[src/rtl/fmt656_pkg.sv]
package fmt656_pkg;

  typedef struct packed {
    logic [7:0] y;
    logic [7:0] cb;
    logic [7:0] cr;
  } ycc_t;

  localparam logic [31:0] FILL_QUAD = 32'h8010_8010;

  function automatic logic [7:0] clip8(input int v, input int lo, input int hi);
    if (v < lo)      return 8'(lo);
    else if (v > hi) return 8'(hi);
    else             return 8'(v);
  endfunction

  function automatic ycc_t rgb_to_ycc(input logic [23:0] rgb);
    int r, g, b;
    ycc_t o;
    r = int'(rgb[23:16]);
    g = int'(rgb[15:8]);
    b = int'(rgb[7:0]);
    o.y  = clip8(((66 * r + 129 * g + 25 * b + 128) >>> 8) + 16, 16, 235);
    o.cb = clip8(((-38 * r - 74 * g + 112 * b + 128) >>> 8) + 128, 16, 240);
    o.cr = clip8(((112 * r - 94 * g - 18 * b + 128) >>> 8) + 128, 16, 240);
    return o;
  endfunction

  function automatic logic [7:0] avg8(input logic [7:0] a, input logic [7:0] b);
    logic [8:0] s;
    s = {1'b0, a} + {1'b0, b};
    return s[8:1];
  endfunction

  function automatic logic [31:0] trs_word(input logic f, input logic v, input logic h);
    return {8'hFF, 8'h00, 8'h00, 1'b1, f, v, h, v ^ h, f ^ h, f ^ v, f ^ v ^ h};
  endfunction

endpackage

[src/rtl/ycc_conv.sv]
module ycc_conv
  import fmt656_pkg::*;
(
  input  logic [23:0] rgb,
  output ycc_t        ycc
);
  assign ycc = rgb_to_ycc(rgb);
endmodule

[src/rtl/line_seq.sv]
module line_seq #(
  parameter int LINE_W = 10,
  parameter int VB_525 = 19,
  parameter int VB_625 = 22
) (
  input  logic clk,
  input  logic rst_n,
  input  logic sol,
  input  logic sof,
  input  logic std625,
  input  logic ilace_en,
  output logic keep_start,
  output logic cur_f,
  output logic cur_v,
  output logic field
);
  localparam logic [LINE_W-1:0] VB5 = LINE_W'(VB_525);
  localparam logic [LINE_W-1:0] VB6 = LINE_W'(VB_625);

  logic [LINE_W-1:0] lcnt, cur_idx;
  logic              fld_r, nxt_r, frame_go;

  assign frame_go = sol & sof;

  always_comb begin
    cur_idx = frame_go ? '0 : lcnt + 1'b1;
    cur_f   = frame_go ? (ilace_en & nxt_r) : fld_r;
    cur_v   = std625 ? (cur_idx < VB6) : (cur_idx < VB5);
  end

  assign keep_start = sol & (~ilace_en | (cur_idx[0] == cur_f));
  assign field      = fld_r;

  always_ff @(posedge clk) begin
    if (!rst_n) begin
      lcnt  <= '0;
      fld_r <= 1'b0;
      nxt_r <= 1'b0;
    end else begin
      if (sol) lcnt <= cur_idx;
      if (frame_go) begin
        fld_r <= ilace_en & nxt_r;
        nxt_r <= ilace_en & ~nxt_r;
      end
    end
  end
endmodule

[src/rtl/byte_ser.sv]
module byte_ser (
  input  logic        clk,
  input  logic        rst_n,
  input  logic        ld,
  input  logic [31:0] ld_word,
  output logic [7:0]  out_byte,
  output logic        out_stb,
  output logic        busy
);
  logic [23:0] rest;
  logic [1:0]  left;

  assign busy = (left != 2'd0);

  always_ff @(posedge clk) begin
    if (!rst_n) begin
      rest     <= '0;
      left     <= '0;
      out_byte <= '0;
      out_stb  <= 1'b0;
    end else if (ld) begin
      out_byte <= ld_word[31:24];
      out_stb  <= 1'b1;
      rest     <= ld_word[23:0];
      left     <= 2'd3;
    end else if (busy) begin
      out_byte <= rest[23:16];
      out_stb  <= 1'b1;
      rest     <= {rest[15:0], 8'h00};
      left     <= left - 2'd1;
    end else begin
      out_stb  <= 1'b0;
    end
  end
endmodule

[src/rtl/fld656_formatter.sv]
module fld656_formatter
  import fmt656_pkg::*;
#(
  parameter int ACT_PIX  = 720,
  parameter int FILL_525 = 67,
  parameter int FILL_625 = 70,
  parameter int VB_525   = 19,
  parameter int VB_625   = 22,
  parameter int LINE_W   = 10
) (
  input  logic        clk,
  input  logic        rst_n,
  input  logic [23:0] pix_rgb,
  input  logic        pix_vld,
  input  logic        sol,
  input  logic        sof,
  input  logic        std625,
  input  logic        ilace_en,
  output logic [7:0]  out_byte,
  output logic        out_stb,
  output logic        out_field
);
  localparam int PIX_W    = $clog2(ACT_PIX);
  localparam int FILL_MAX = (FILL_625 > FILL_525) ? FILL_625 : FILL_525;
  localparam int FILL_W   = $clog2(FILL_MAX + 1);

  logic              keep_start, cur_f, cur_v;
  logic              act, vln, fln, eav_pend;
  logic [PIX_W-1:0]  pcnt;
  logic [FILL_W-1:0] fill_left, fill_sel;
  ycc_t              px, px0;
  logic              take_pix, pair_ld, last_pix, tail_ld, ld, ser_busy;
  logic [31:0]       ld_word;

  line_seq #(.LINE_W(LINE_W), .VB_525(VB_525), .VB_625(VB_625)) u_lines (
    .clk, .rst_n, .sol, .sof, .std625, .ilace_en,
    .keep_start, .cur_f, .cur_v, .field(out_field)
  );

  ycc_conv u_conv (.rgb(pix_rgb), .ycc(px));

  assign take_pix = pix_vld & act & ~sol;
  assign pair_ld  = take_pix & pcnt[0];
  assign last_pix = take_pix & (pcnt == PIX_W'(ACT_PIX - 1));
  assign tail_ld  = ~keep_start & ~pair_ld & ~ser_busy & (eav_pend | (fill_left != '0));
  assign ld       = keep_start | pair_ld | tail_ld;

  always_comb begin
    if (keep_start)   ld_word = trs_word(cur_f, cur_v, 1'b0);
    else if (pair_ld) ld_word = vln ? FILL_QUAD
                              : {avg8(px0.cb, px.cb), px0.y, avg8(px0.cr, px.cr), px.y};
    else if (eav_pend) ld_word = trs_word(fln, vln, 1'b1);
    else              ld_word = FILL_QUAD;
  end

  always_ff @(posedge clk) begin
    if (!rst_n) begin
      act       <= 1'b0;
      vln       <= 1'b0;
      fln       <= 1'b0;
      eav_pend  <= 1'b0;
      pcnt      <= '0;
      fill_left <= '0;
      fill_sel  <= '0;
      px0       <= '0;
    end else if (keep_start) begin
      act       <= 1'b1;
      pcnt      <= '0;
      vln       <= cur_v;
      fln       <= cur_f;
      eav_pend  <= 1'b0;
      fill_left <= '0;
      fill_sel  <= std625 ? FILL_W'(FILL_625) : FILL_W'(FILL_525);
    end else begin
      if (sol) act <= 1'b0;
      if (take_pix) begin
        pcnt <= pcnt + 1'b1;
        if (!pcnt[0]) px0 <= px;
        if (last_pix) begin
          act      <= 1'b0;
          eav_pend <= 1'b1;
        end
      end
      if (tail_ld) begin
        if (eav_pend) begin
          eav_pend  <= 1'b0;
          fill_left <= fill_sel;
        end else begin
          fill_left <= fill_left - 1'b1;
        end
      end
    end
  end

  byte_ser u_ser (
    .clk, .rst_n, .ld, .ld_word, .out_byte, .out_stb, .busy(ser_busy)
  );
endmodule

[config.mk]
export PLATFORM = sky130hd
export DESIGN_NAME = fld656_formatter
export DESIGN_NICKNAME = d
export VERILOG_FILES = /design/src/rtl/fmt656_pkg.sv /design/src/rtl/ycc_conv.sv /design/src/rtl/line_seq.sv /design/src/rtl/byte_ser.sv /design/src/rtl/fld656_formatter.sv
export SDC_FILE = /design/constraint.sdc
export NUM_CORES = 1
export LEC_CHECK = 0
export BUFFER_PORTS_ARGS = -buffer_cell sky130_fd_sc_hd__buf_2
export CORE_MARGIN = 2
export CORE_UTILIZATION = 45
export CTS_CLUSTER_DIAMETER = 200
export DETAILED_ROUTE_END_ITERATION = 6
export HOLD_SLACK_MARGIN = 0.02
export PLACE_DENSITY = 0.67
export SLEW_MARGIN = 15
export SYNTH_ARGS = -nofsm -noshare
export SYNTH_HDL_FRONTEND = slang
export SYNTH_HIERARCHICAL = 1
export SYNTH_SLANG_ARGS = --single-unit
export TNS_END_PERCENT = 30
[constraint.sdc]
create_clock -name clk -period 14.9 [get_ports clk]
set_clock_uncertainty 0.05 [all_clocks]
set_input_delay 2.98 -clock clk [delete_from_list [all_inputs] [get_ports clk]]
set_output_delay 2.98 -clock clk [all_outputs]
set_load 0.05 [all_outputs]
==> results.sh <==
export IMPL_synthArstFlopShare=0
export IMPL_r2r_setup_slack_ns=11.68
export IMPL_worst_setup_path_end_kind="flop"
export IMPL_area_growth_pct=5.00
export IMPL_synth_cell_types=94
export IMPL_hold_slack_ns=0.402
export IMPL_cts_tree="built"
export IMPL_setup_tns_ns=0
export IMPL_min_to="px0[22]$_SDFFE_PN0P_"
export IMPL_r2r_start="u_ser/left[0]$_SDFFE_PN0P_"
export IMPL_min_period_ns=12.05
export IMPL_htreeDepth=3
export IMPL_insertedDiodeCount=0
export IMPL_holdPathStages=2
export IMPL_drive_gt1_frac=0.0578
export IMPL_reg2regPathDepth=9
export IMPL_fin_crit_sh=0.809
export IMPL_cts_hold_buffers_added=0
export IMPL_worst_path_max_fanout=8
export IMPL_synth_area_mm2=0.0144
export IMPL_clockBufferDepth=2
export IMPL_core_area_mm2=0.0316
export IMPL_ctsResizeCount=0
export IMPL_r2r_end="u_ser/rest[9]$_SDFFE_PN0P_"
export IMPL_drv_slew=0
export IMPL_synth_area_top_cells="ha_1 (25%), dfxtp_1 (13%), fa_1 (13%)"
export IMPL_synth_most_common_cell="ha_1"
export IMPL_worstHoldStart="px0[22]$_SDFFE_PN0P_"
export IMPL_synth_seq_area_share=0.132
export IMPL_cts_made_buffers=9
export IMPL_gp_congestion=0.875
export IMPL_startpoint="pix_rgb[10]"
export IMPL_synth_edf_count=0
export IMPL_cp_required_ns=15.13
export IMPL_cts_sinks=95
export IMPL_io_buffers=40
export IMPL_yosys_warnings=6
export IMPL_ant_nets=0
export IMPL_grt_max_degree=80
export IMPL_grt_overflow=0
export IMPL_num_vias=11600
export IMPL_drt_initial_drc_count=701
export IMPL_clk_pin_slew_ns=0.06
export IMPL_hold_viol=0
export IMPL_finalWirelength_um=32700
export IMPL_drt_pass1_iter_count=5
export IMPL_slew_headroom=0.376
export IMPL_gr_usage_all_layers=0.200
export IMPL_critPathLaunchType="primary input"
export IMPL_fin_cells=2098
export IMPL_post_drt_wl_per_cell_um=15.6
export IMPL_synth_top_area_cell="ha_1"
export IMPL_dp_hpwl_um=26600
export IMPL_post_cts_setup_buffers=0
export IMPL_start_util=0.456
export IMPL_layout_nets=2097
export IMPL_crit_arrival_ns=12.28
export IMPL_worst_path_largest_cell_delay_ns=0.55
export IMPL_final_seq_area_mm2=0.00190
export IMPL_die_width_um=183
export IMPL_ioPinCount=41
export IMPL_rows=65
export IMPL_die_y_um=183
export IMPL_maxCapViolCount=0
export IMPL_root_buffer="clkbuf_16"
export IMPL_vias_per_cell=5.54
export IMPL_cpMostUsedCell="ha_1"
export IMPL_fin_area_mm2=0.0151
export IMPL_ys_top_cells_by_count="ha_1 (285), inv_1 (199), nand2_1 (143)"
export IMPL_multiInputGateArea_mm2=0.0114
export IMPL_tightestPinTransition_ns=0.936
export IMPL_antenna_found_initial=0
export IMPL_max_freq_ghz=0.0830
export IMPL_fp_dieArea_mm2=0.0334
export IMPL_run_status="completed"
export IMPL_syn_area_per_cell_um2=8.53
export IMPL_crit_type="primary input to flop"
export IMPL_crit_path_top_delay_cell="fa_1"
export IMPL_nFillCells=3103
export IMPL_clkLatencyLatePin_ns=0.35
export IMPL_syn_nets=2093
export IMPL_setup_viol=0
export IMPL_grt_pass1_wl_um=55200
export IMPL_placedCellCount=2082
export IMPL_ys_flop_type="dfxtp_1"
export IMPL_synthCells=1687
export IMPL_drc=0
export IMPL_hold_path_class="flop to flop"
export IMPL_synth_top_area_frac=0.248
export IMPL_grt_pass1_vias=11200
export IMPL_placed_area_mm2=0.0148
export IMPL_rsz0062_at_grt="no"
export IMPL_synth_seq_cells=95
## through the flow
stage | utilization | setup slack, ns
floorplan | - | 3.58
CTS | 0.479 | 2.90
global route | 0.479 | 2.24
finish | 0.479 | 2.85
global placement | 0.469 | 2.73
detailed placement | 0.469 | 2.56
## cell usage in the layout (no fill, tap or decap), drive strengths merged, types with 6 or more instances in the layout
cell type / Yosys / final
nor3b: 13 / 13
ha: 285 / 285
nand2: 143 / 143
xnor2: 62 / 62
a21oi: 114 / 114
o21bai: 22 / 22
a21o: 24 / 24
fa: 90 / 90
a21boi: 38 / 38
xor2: 35 / 35
a211oi: 14 / 14
o21ai: 89 / 89
nor2b: 25 / 25
o21a: 16 / 16
nor3: 40 / 40
or3: 10 / 10
clkbuf: 21 / 11
or2: 9 / 9
o31a: 6 / 6
a31oi: 9 / 9
buf: 29 / 43
o31ai: 11 / 11
and2: 27 / 27
nor2: 61 / 61
nor4: 20 / 20
dfxtp: 95 / 95
inv: 201 / 203
nand3: 26 / 26
nand2b: 16 / 16
or4: 6 / 6
nand4: 8 / 8
mux2i: 30 / 30
o211ai: 10 / 10
## critical path: cells and delay by family
family / cells / cell delay, ns
simple gates: 7 / 1.76
xor+xnor: 3 / 0.77
fa+ha+maj: 9 / 3.15
compound gates: 15 / 2.85
buf+inv: 4 / 0.56
mux: 1 / 0.22
## sequential cells by signal, summed over array words and instances, names as in the netlist, 2 cells and up
name	count
px0	24
u_ser/rest	24
pcnt	10
u_lines/lcnt	10
u_ser/out_byte	8
fill_left	7
fill_sel	3
u_ser/left	2
## worst max path at each step
stage | end | slack (ns) | cells past startpoint
global route | u_ser/rest[13]$_SDFFE_PN0P_ | 2.24 | 40
floorplan | u_ser/rest[14]$_SDFFE_PN0P_ | 3.58 | 38
CTS | u_ser/rest[14]$_SDFFE_PN0P_ | 2.90 | 39
finish | u_ser/rest[14]$_SDFFE_PN0P_ | 2.85 | 39
detailed placement | u_ser/rest[14]$_SDFFE_PN0P_ | 2.56 | 39
global placement | u_ser/rest[13]$_SDFFE_PN0P_ | 2.73 | 39
## routing by layer
metal,global-route usage,vias to the layer above,share of wire
li1,-,5899,-
met1,0.276,5529,0.49
met2,0.341,176,0.46
met3,0.0179,23,0.032
met4,0.0416,0,0.015
met5,0,-,0
## kinds of logic after synthesis
group / Yosys count / synth area share
XOR/XNOR: 97 / 0.0591
AO/OA/AOI/OAI: 408 / 0.186
multiplexers: 31 / 0.0217
flip-flops: 95 / 0.132
AND/OR/NAND/NOR: 428 / 0.153
buffers and inverters: 253 / 0.0753
adder cells (fa/ha/maj): 375 / 0.373
## final cells by class
class / instances / area share
flip-flops and latches: 95 / 0.126
multi-input cells: 1339 / 0.755
clock inverters: 5 / 0.00414
clock buffers: 11 / 0.0161
well taps: 402 / 0.0333
inverters: 203 / 0.0509
repair buffers: 43 / 0.0147
Power is left out: the tool's default activity adds up to more than one toggle a clock period on the data nets, which glitch-free logic cannot reach.
